--- src/rtl/stc_pkg.sv ---
package stc_pkg;

    localparam int CSR_AW = 12;

    localparam logic [CSR_AW-1:0] ADDR_SCMP = 12'h14D;
    localparam logic [CSR_AW-1:0] ADDR_VCMP = 12'h24D;
    localparam logic [CSR_AW-1:0] ADDR_MENV = 12'h30A;
    localparam logic [CSR_AW-1:0] ADDR_HENV = 12'h60A;

    typedef enum logic [1:0] {
        PRIV_U = 2'b00,
        PRIV_S = 2'b01,
        PRIV_M = 2'b11
    } priv_e;

    typedef enum logic [2:0] {
        TGT_NONE,
        TGT_SCMP,
        TGT_VCMP,
        TGT_MENV,
        TGT_HENV
    } tgt_e;

    typedef struct packed {
        tgt_e tgt;
        logic illegal;
        logic virt;
    } acc_t;

endpackage

--- src/rtl/stc_access_check.sv ---
module stc_access_check
    import stc_pkg::*;
(
    input  logic [CSR_AW-1:0] addr_i,
    input  logic [1:0]        priv_i,
    input  logic              virt_i,
    input  logic              m_en_i,
    input  logic              h_en_i,
    output acc_t              acc_o
);

    logic is_m;
    logic is_u;

    assign is_m = (priv_i == PRIV_M);
    assign is_u = (priv_i == PRIV_U);

    always_comb begin
        acc_o.tgt     = TGT_NONE;
        acc_o.illegal = 1'b0;
        acc_o.virt    = 1'b0;
        case (addr_i)
            ADDR_SCMP: begin
                if (is_m)           acc_o.tgt     = TGT_SCMP;
                else if (!m_en_i)   acc_o.illegal = 1'b1;
                else if (virt_i) begin
                    if (is_u || !h_en_i) acc_o.virt = 1'b1;
                    else                 acc_o.tgt  = TGT_VCMP;
                end
                else if (is_u)      acc_o.illegal = 1'b1;
                else                acc_o.tgt     = TGT_SCMP;
            end
            ADDR_VCMP: begin
                if (is_m)           acc_o.tgt     = TGT_VCMP;
                else if (!m_en_i)   acc_o.illegal = 1'b1;
                else if (virt_i)    acc_o.virt    = 1'b1;
                else if (is_u)      acc_o.illegal = 1'b1;
                else                acc_o.tgt     = TGT_VCMP;
            end
            ADDR_MENV: begin
                if (is_m)           acc_o.tgt     = TGT_MENV;
                else                acc_o.illegal = 1'b1;
            end
            ADDR_HENV: begin
                if (is_m)           acc_o.tgt     = TGT_HENV;
                else if (virt_i)    acc_o.virt    = 1'b1;
                else if (is_u)      acc_o.illegal = 1'b1;
                else                acc_o.tgt     = TGT_HENV;
            end
            default: ;
        endcase
    end

endmodule

--- src/rtl/stc_compare.sv ---
module stc_compare #(
    parameter int W = 64
) (
    input  logic [W-1:0] now_i,
    input  logic [W-1:0] off_i,
    input  logic [W-1:0] cmp_i,
    output logic         fire_o
);

    logic [W-1:0] shifted;

    assign shifted = now_i + off_i;
    assign fire_o  = (shifted >= cmp_i);

endmodule

--- src/rtl/stc_csr_unit.sv ---
module stc_csr_unit
    import stc_pkg::*;
#(
    parameter int TW       = 64,
    parameter int STCE_BIT = 63
) (
    input  logic              clk_i,
    input  logic              rst_ni,
    input  logic [TW-1:0]     time_i,
    input  logic [TW-1:0]     guest_off_i,
    input  logic              req_valid_i,
    input  logic [CSR_AW-1:0] req_addr_i,
    input  logic              req_we_i,
    input  logic [TW-1:0]     req_wdata_i,
    input  logic [1:0]        req_priv_i,
    input  logic              req_virt_i,
    input  logic              stip_we_i,
    input  logic              stip_wdata_i,
    input  logic              vstip_we_i,
    input  logic              vstip_wdata_i,
    output logic [TW-1:0]     rdata_o,
    output logic              illegal_o,
    output logic              virtual_o,
    output logic              stip_o,
    output logic              vstip_o
);

    localparam int LANES  = 2;
    localparam int LANE_S = 0;
    localparam int LANE_V = 1;

    typedef struct packed {
        logic [TW-1:0] scmp;
        logic [TW-1:0] vcmp;
        logic [TW-1:0] rdata;
        logic          m_en;
        logic          h_en;
        logic          sw_stip;
        logic          sw_vstip;
        logic          stip;
        logic          vstip;
        logic          ill;
        logic          vi;
    } st_t;

    localparam st_t RST_ST = '{
        scmp:     {TW{1'b1}},
        vcmp:     {TW{1'b1}},
        rdata:    '0,
        m_en:     1'b0,
        h_en:     1'b0,
        sw_stip:  1'b0,
        sw_vstip: 1'b0,
        stip:     1'b0,
        vstip:    1'b0,
        ill:      1'b0,
        vi:       1'b0
    };

    st_t  st_q;
    st_t  st_d;
    acc_t acc;

    logic [TW-1:0]    lane_cmp [LANES];
    logic [TW-1:0]    lane_off [LANES];
    logic [LANES-1:0] lane_fire;

    stc_access_check u_acc (
        .addr_i (req_addr_i),
        .priv_i (req_priv_i),
        .virt_i (req_virt_i),
        .m_en_i (st_q.m_en),
        .h_en_i (st_q.h_en),
        .acc_o  (acc)
    );

    assign lane_cmp[LANE_S] = st_q.scmp;
    assign lane_off[LANE_S] = '0;
    assign lane_cmp[LANE_V] = st_q.vcmp;
    assign lane_off[LANE_V] = guest_off_i;

    for (genvar g = 0; g < LANES; g++) begin : g_lane
        stc_compare #(.W(TW)) u_cmp (
            .now_i  (time_i),
            .off_i  (lane_off[g]),
            .cmp_i  (lane_cmp[g]),
            .fire_o (lane_fire[g])
        );
    end

    always_comb begin
        st_d       = st_q;
        st_d.rdata = '0;
        st_d.ill   = 1'b0;
        st_d.vi    = 1'b0;

        if (req_valid_i) begin
            st_d.ill = acc.illegal;
            st_d.vi  = acc.virt;
            case (acc.tgt)
                TGT_SCMP: begin
                    st_d.rdata = st_q.scmp;
                    if (req_we_i) st_d.scmp = req_wdata_i;
                end
                TGT_VCMP: begin
                    st_d.rdata = st_q.vcmp;
                    if (req_we_i) st_d.vcmp = req_wdata_i;
                end
                TGT_MENV: begin
                    st_d.rdata[STCE_BIT] = st_q.m_en;
                    if (req_we_i) st_d.m_en = req_wdata_i[STCE_BIT];
                end
                TGT_HENV: begin
                    st_d.rdata[STCE_BIT] = st_q.h_en;
                    if (req_we_i && st_q.m_en) st_d.h_en = req_wdata_i[STCE_BIT];
                end
                default: ;
            endcase
        end

        // the guest enable cannot outlive the machine enable
        if (!st_d.m_en) st_d.h_en = 1'b0;

        if (stip_we_i && !st_q.m_en)
            st_d.sw_stip = stip_wdata_i;
        if (vstip_we_i && !(st_q.m_en && st_q.h_en))
            st_d.sw_vstip = vstip_wdata_i;

        st_d.stip  = st_q.m_en ? lane_fire[LANE_S] : st_q.sw_stip;
        st_d.vstip = (st_q.m_en && st_q.h_en) ? lane_fire[LANE_V] : st_q.sw_vstip;
    end

    always_ff @(posedge clk_i or negedge rst_ni) begin
        if (!rst_ni) st_q <= RST_ST;
        else         st_q <= st_d;
    end

    assign rdata_o   = st_q.rdata;
    assign illegal_o = st_q.ill;
    assign virtual_o = st_q.vi;
    assign stip_o    = st_q.stip;
    assign vstip_o   = st_q.vstip;

endmodule

--- config.mk ---
export PLATFORM = sky130hd
export DESIGN_NAME = stc_csr_unit
export DESIGN_NICKNAME = d
export VERILOG_FILES = /design/src/rtl/stc_pkg.sv /design/src/rtl/stc_access_check.sv /design/src/rtl/stc_compare.sv /design/src/rtl/stc_csr_unit.sv
export SDC_FILE = /design/constraint.sdc
export NUM_CORES = 1
export LEC_CHECK = 0
export ABC_AREA = 1
export ABC_CLOCK_PERIOD_IN_PS = 2200
export CAP_MARGIN = 20
export CORE_ASPECT_RATIO = 1.5
export CORE_UTILIZATION = 51
export DETAILED_ROUTE_END_ITERATION = 16
export DONT_BUFFER_PORTS = 1
export PLACE_DENSITY = 0.66
export SKIP_LAST_GASP = 1
export SLEW_MARGIN = 15
export SYNTH_ARGS = -nofsm -noshare
export SYNTH_HDL_FRONTEND = slang
export SYNTH_SLANG_ARGS = --single-unit
--- constraint.sdc ---
create_clock -name clk_i -period 2.2 [get_ports clk_i]
set_input_delay 0.11 -clock clk_i [delete_from_list [all_inputs] [get_ports clk_i]]
set_output_delay 0.11 -clock clk_i [all_outputs]
set_load 0.01 [all_outputs]
Word-level counts from Yosys, hierarchy flattened
Index checks and enable logic that the tools add are counted.
{"block": "totals", "regBits": 200, "out_inout_bits": 68, "in_bits": 215}
{"block": "classes", "eq_ne": 12, "n_mux": 39, "n_addsub": 1, "magnitude_cmp": 2, "reduce_logical": 12}
{"operator": ">= comparator 64 bit", "count": 2}
{"operator": "case mux 63 bit (2 select lines)", "count": 1}
{"operator": "two-way mux 66 bit", "count": 1}
{"operator": "adder 64 bit", "count": 1}
{"operator": "== test 12 x 10 -> 1 bit, second input constant", "count": 2}
{"operator": "two-way mux 3 bit", "count": 8}
{"operator": "two-way mux 1 bit", "count": 18}
{"operator": "case mux 4 bit (4 select lines)", "count": 1}
{"operator": "two-way mux 2 bit", "count": 7}
{"operator": "== test 12 x 11 -> 1 bit, second input constant", "count": 1}
{"operator": "== test 12 x 9 -> 1 bit, second input constant", "count": 1}
{"operator": "AND reduction 3 bit", "count": 3}
{"operator": "== test 3 x 2 -> 1 bit, second input constant", "count": 2}
{"operator": "logical AND 1 bit", "count": 4}
{"operator": "two-way mux 4 bit", "count": 1}
{"operator": "inequality test 2 x 1 -> 1 bit, second input constant", "count": 2}
{"operator": "case mux 1 bit (4 select lines)", "count": 1}
{"operator": "== test 3 x 1 -> 1 bit, second input constant", "count": 1}
{"operator": "== test 3 bit, second input constant", "count": 1}
{"operator": "logical NOT 1 bit", "count": 3}
{"operator": "case mux 1 bit (3 select lines)", "count": 1}
{"operator": "== test 2 bit, second input constant", "count": 1}
{"operator": "logical NOT 2 bit", "count": 1}
{"operator": "inequality test 2 bit, second input constant", "count": 1}
{"operator": "logical OR 1 bit", "count": 1}

Depth between registers and ports, before layout
{"block": "logic_depth", "depth_word": 12, "depth_mapped": 25, "ltp_nobuf": 25}

Hierarchy
From an unflattened synthesis, not the netlist that was laid out.
{"block": "unflattened", "hier_cells": 4051, "area_unflattened_um2": 24292.0}
{"module": "stc_compare", "seq_area_each_um2": 0.0, "cells_per_inst": 1557, "area_per_inst_um2": 7642.3, "instances": 2}
{"module": "stc_csr_unit", "seq_area_each_um2": 5165.0, "cells_per_inst": 873, "area_per_inst_um2": 8684.6, "instances": 1}
{"module": "stc_access_check", "seq_area_each_um2": 0.0, "cells_per_inst": 64, "area_per_inst_um2": 322.8, "instances": 1}

Least setup slack after synthesis
Ideal clock, no wire load.
{"block": "synth_path", "kind": "input to register", "start": "in time_i[0]", "end": "reg st_q (netlist bit vstip_o)", "n_path_buf": 0, "slack_ns": -0.400, "cell_stages": 22, "arrival_ns": 2.523, "path_cell_list": "ha_1 -> inv_1 -> fa_1 -> inv_1 -> nand3_1 -> nand3_1 -> nand3_1 -> nand3_1 -> nand3_1 -> nand2_1 -> nand2_1 -> nand3_1 -> nand2_1 -> ha_1 -> nand2_1 -> nor2_1 -> nand2_1 -> nor2_1 -> nand2_1 -> nor4_1 -> nand2_1 -> a21oi_1"}
{"item": "from (decl)", "line": "stc_csr_unit.sv:9", "text": "input logic [TW-1:0] time_i,"}
{"item": "to (signal assigned)", "line": "stc_csr_unit.sv:135", "text": "else st_q <= st_d;"}
{"item": "to (decl)", "line": "stc_csr_unit.sv:60", "text": "st_t st_q;"}

==> key figures <==
Outcome
  • Status: complete, but fails checks
  • Failing checks: hold timing, setup timing

Detailed routing
  • Wire per inst: about 18 um
  • # DRC: 0
  • Initial DRC count: a little over 800
  • DRT Pass-1 Iters: 5
  • Vias per Instance: ~5.2
  • Via count: 17,470
  • Post-route ant nets: 0
  • Final WL: about 60,000 um

Power
  • Peak supply drop: 453.4 uV
  • Leakage power: approximately 11 nW
  • PwrDens: 471.6 nW/um^2

Clock network
  • Reg clk slew, reported paths: ~80 ps
  • Cts-stage hold buffer count: 73
  • Clk_lat worst skew: approximately 470 ps
  • # clock sinks: 200
  • H-tree level count: 4
  • CTS buffer count: 17
  • Clock Path Buffers: 2
  • CTS tree: done
  • Root Driver: clkbuf_16

Setup path
  • Critical Path RT: roughly 2600 ps
  • CP delay by family, top: simple AND/OR/NAND/NOR gates
  • Worst setup SP type: input port
  • Worst Reg-to-Reg Cells: 11
  • Arrival @ worst endpoint: 2840 ps
  • CP endpoint kind: flip-flop
  • Max incr delay on CP: about 340 ps
  • R2R setup slack: 60 ps
  • WS Path Type: input port to flip-flop
  • CP Cell Sequence: ha_4 -> inv_2 -> fa_2 -> inv_2 -> buf_4 -> nand4_1 -> nand2_2 -> nand2_2 -> nand2_4 -> nand2_4 -> nand2_4 -> nand2_2 -> nand4_1 -> nand2_1 -> ha_4 -> nand2_2 -> nor2_2 -> nand2_1 -> nor2_1 -> nand2_1 -> nor4_2 -> nand2_1 -> a21oi_2
  • Worst R2R Start: lane_cmp[105]
  • Max FO, Critical Path: 4
  • RR Endpoint: stip_o
  • Slowest CP cell: fa_2
  • Crit path buffers/inverters: 3

Timing
  • RSZ-0062 raised after global routing: true
  • Final setup TNS: -244.8 ps
  • Final setup fails: 1
  • Worst setup margin: -244.8 ps
  • Final critical-path share of the clock period: 1.111
  • Tightest Pin Transition: a little under 700 ps
  • Fmax: about 410 MHz
  • Hold_ws: -669.4 ps
  • Worst Skew: 7.927 ps
  • Pins Over Slew Limit: 0
  • Worst slew margin: 0.5439
  • Final Critical Period: between 2000 and 2500 ps
  • Fin. Hold Viols: 200

Floorplanning
  • I/O pin cnt: approximately 280
  • Core Rows: 83
  • Die width: between 150 and 200 um
  • Starting Density: 0.5177
  • Die Span Y: around 230 um
  • Core box area: about 34,000 um^2
  • Die area: approximately 35,000 um^2

Finish
  • Antenna diodes: 0
  • Share of layout cells above drive strength 1: 0.2729
  • Layout area overhead: 26.50%
  • Final nets: about 3,300
  • FILL cells: 3,045
  • Fin util: 0.6550
  • Non-Filler Instances: 3,353

Min path
  • Hold WC Path Type: input port to async pin

Job
  • Max Cap Viol: 0

Yosys
  • Post-Syn Area: roughly 18,000 um^2
  • Post-Syn Instances: 2,677
  • Net Count, Synth: between 3,000 and 4,000
  • Register bit total from synthesis: 200
  • YS warnings: 0
  • Syn_area_per_cell: around 6.6 um^2
  • Yosys cell types: 39
  • Seq/Total Area, Yosys: 0.2920

Placed design
  • DP Cell Count: approximately 3,200
  • Dpl ws: -1014 ps
  • Routability Congestion: 1.134
  • Port bufs: 0
  • DP HPWL: 48,080 um

Global routing
  • Vias in the first global route: roughly 18,000
  • Largest net degree at the start of global routing: 201
  • GR Layer Usage met1: 0.3291
  • Top Usage Layer GRT: met2
  • Global-route wire length before repair: ~92,000 um
  • Tot GR Track Use: 0.3399
  • M3 GR Usage: 0.04259
  • Antenna violations before repair: 0
  • Total gr overflow: 0
  • M2 GR Usage: 0.6530
## worst max path at each step
stage | startpoint | endpoint | slack (ps) | cells after the start
finish | time_i[0] | vstip_o | -240 | 23
global route | time_i[0] | vstip_o | -390 | 23
CTS | time_i[0] | vstip_o | -140 | 23
detailed placement | time_i[40] | vstip_o | -1010 | 19
global placement | time_i[40] | vstip_o | -1070 | 19
floorplan | time_i[0] | vstip_o | -270 | 22
## routing by layer
metal  up-vias  wire (um)
met3       160       2213
li1       8698          -
met4         0       4726
met1      8118      21170
met2       495      32200
met5         -          0
## stage by stage
step | power [mW] | hold slack (ps) | instance area, um^2
floorplan | 5.579 | -185.6 | 17820
global placement | 6.756 | -181.2 | 19500
detailed placement | 6.808 | -181.1 | 19500
CTS | 10.45 | -689.4 | 21860
global route | 11.06 | -687.3 | 22380
finish | 10.55 | -669.4 | 22380
## cells in the final DEF (no fill, tap or decap), drive strengths merged, types with 72 or more instances in the layout
cell type    Yosys  routed
o21ai          161     161
a21oi          194     194
dfrtp           72      72
ha             191     191
dfstp          128     128
nand3           81      81
nand2          943     943
dlygate4sd3      0      73
inv            514     520
buf             90     258
nor2           162     162
## cell usage after synthesis (all sizes together)
cell type    n  area share
nand3b       2     0.00085
buf         90       0.040
nand2      943        0.20
a21o         7      0.0030
inv        514        0.11
o21bai      12      0.0051
or2          3      0.0011
nand3       81       0.023
xnor2        3      0.0015
a211oi       1     0.00042
a21boi       2     0.00085
dfstp      128        0.19
o21a         4      0.0017
nand4       23      0.0081
dfrtp       72        0.10
clkbuf      24      0.0051
a21oi      194       0.055
a31oi        3      0.0011
xor2        28       0.014
nor4         1     0.00035
and2         2     0.00085
fa           1      0.0011
nor3        25      0.0071
ha         191        0.14
nor2       162       0.036
o21ai      161       0.058
## timing repair
action | 4_1_cts | 5_1_grt
resized for setup | 235 | 107
setup buffers | 8 | 2
pin swaps | 67 | 32
setup endpoints to repair | 2 | 11
endpoints found under the hold margin | 334 | 200
gates cloned | 0 | 2
## power breakdown
| group | switching (mW) | leakage [nW] | internal [mW] |
|---|---|---|---|
| Sequential | 0.00815 | 2.31 | 3.70 |
| Clock | 1.58 | 0.281 | 1.63 |
| Combinational | 2.04 | 8.39 | 1.60 |
| Total | 3.63 | 11.0 | 6.92 |
## state kept, by name, summed over array words and instances (netlist names)
name and flops:
rdata_o 64, lane_cmp 128, illegal_o 1, vstip_o 1, virtual_o 1, st_q 4, stip_o 1
## final cells by class
cell class / instances / area (um^2) / share of cell area
well taps: 425 / 531.8 / 0.02376
repair buffers: 333 / 2805 / 0.1254
inverters: 514 / 1933 / 0.08639
clock buffers: 19 / 442.9 / 0.01979
clock inverters: 13 / 136.4 / 0.006095
flip-flops and latches: 200 / 5165 / 0.2308
multi-input cells: 1849 / 11360 / 0.5078
## logic make-up after synthesis
group | Yosys count | share of synthesized area
XOR/XNOR | 31 | 0.01535
flip-flops | 200 | 0.2920
AO/OA/AOI/OAI | 384 | 0.1253
adder cells (fa/ha/maj) | 192 | 0.1362
buffers and inverters | 628 | 0.1538
AND/OR/NAND/NOR | 1242 | 0.2774
Note: power is estimated with default switching activity, not from simulation.
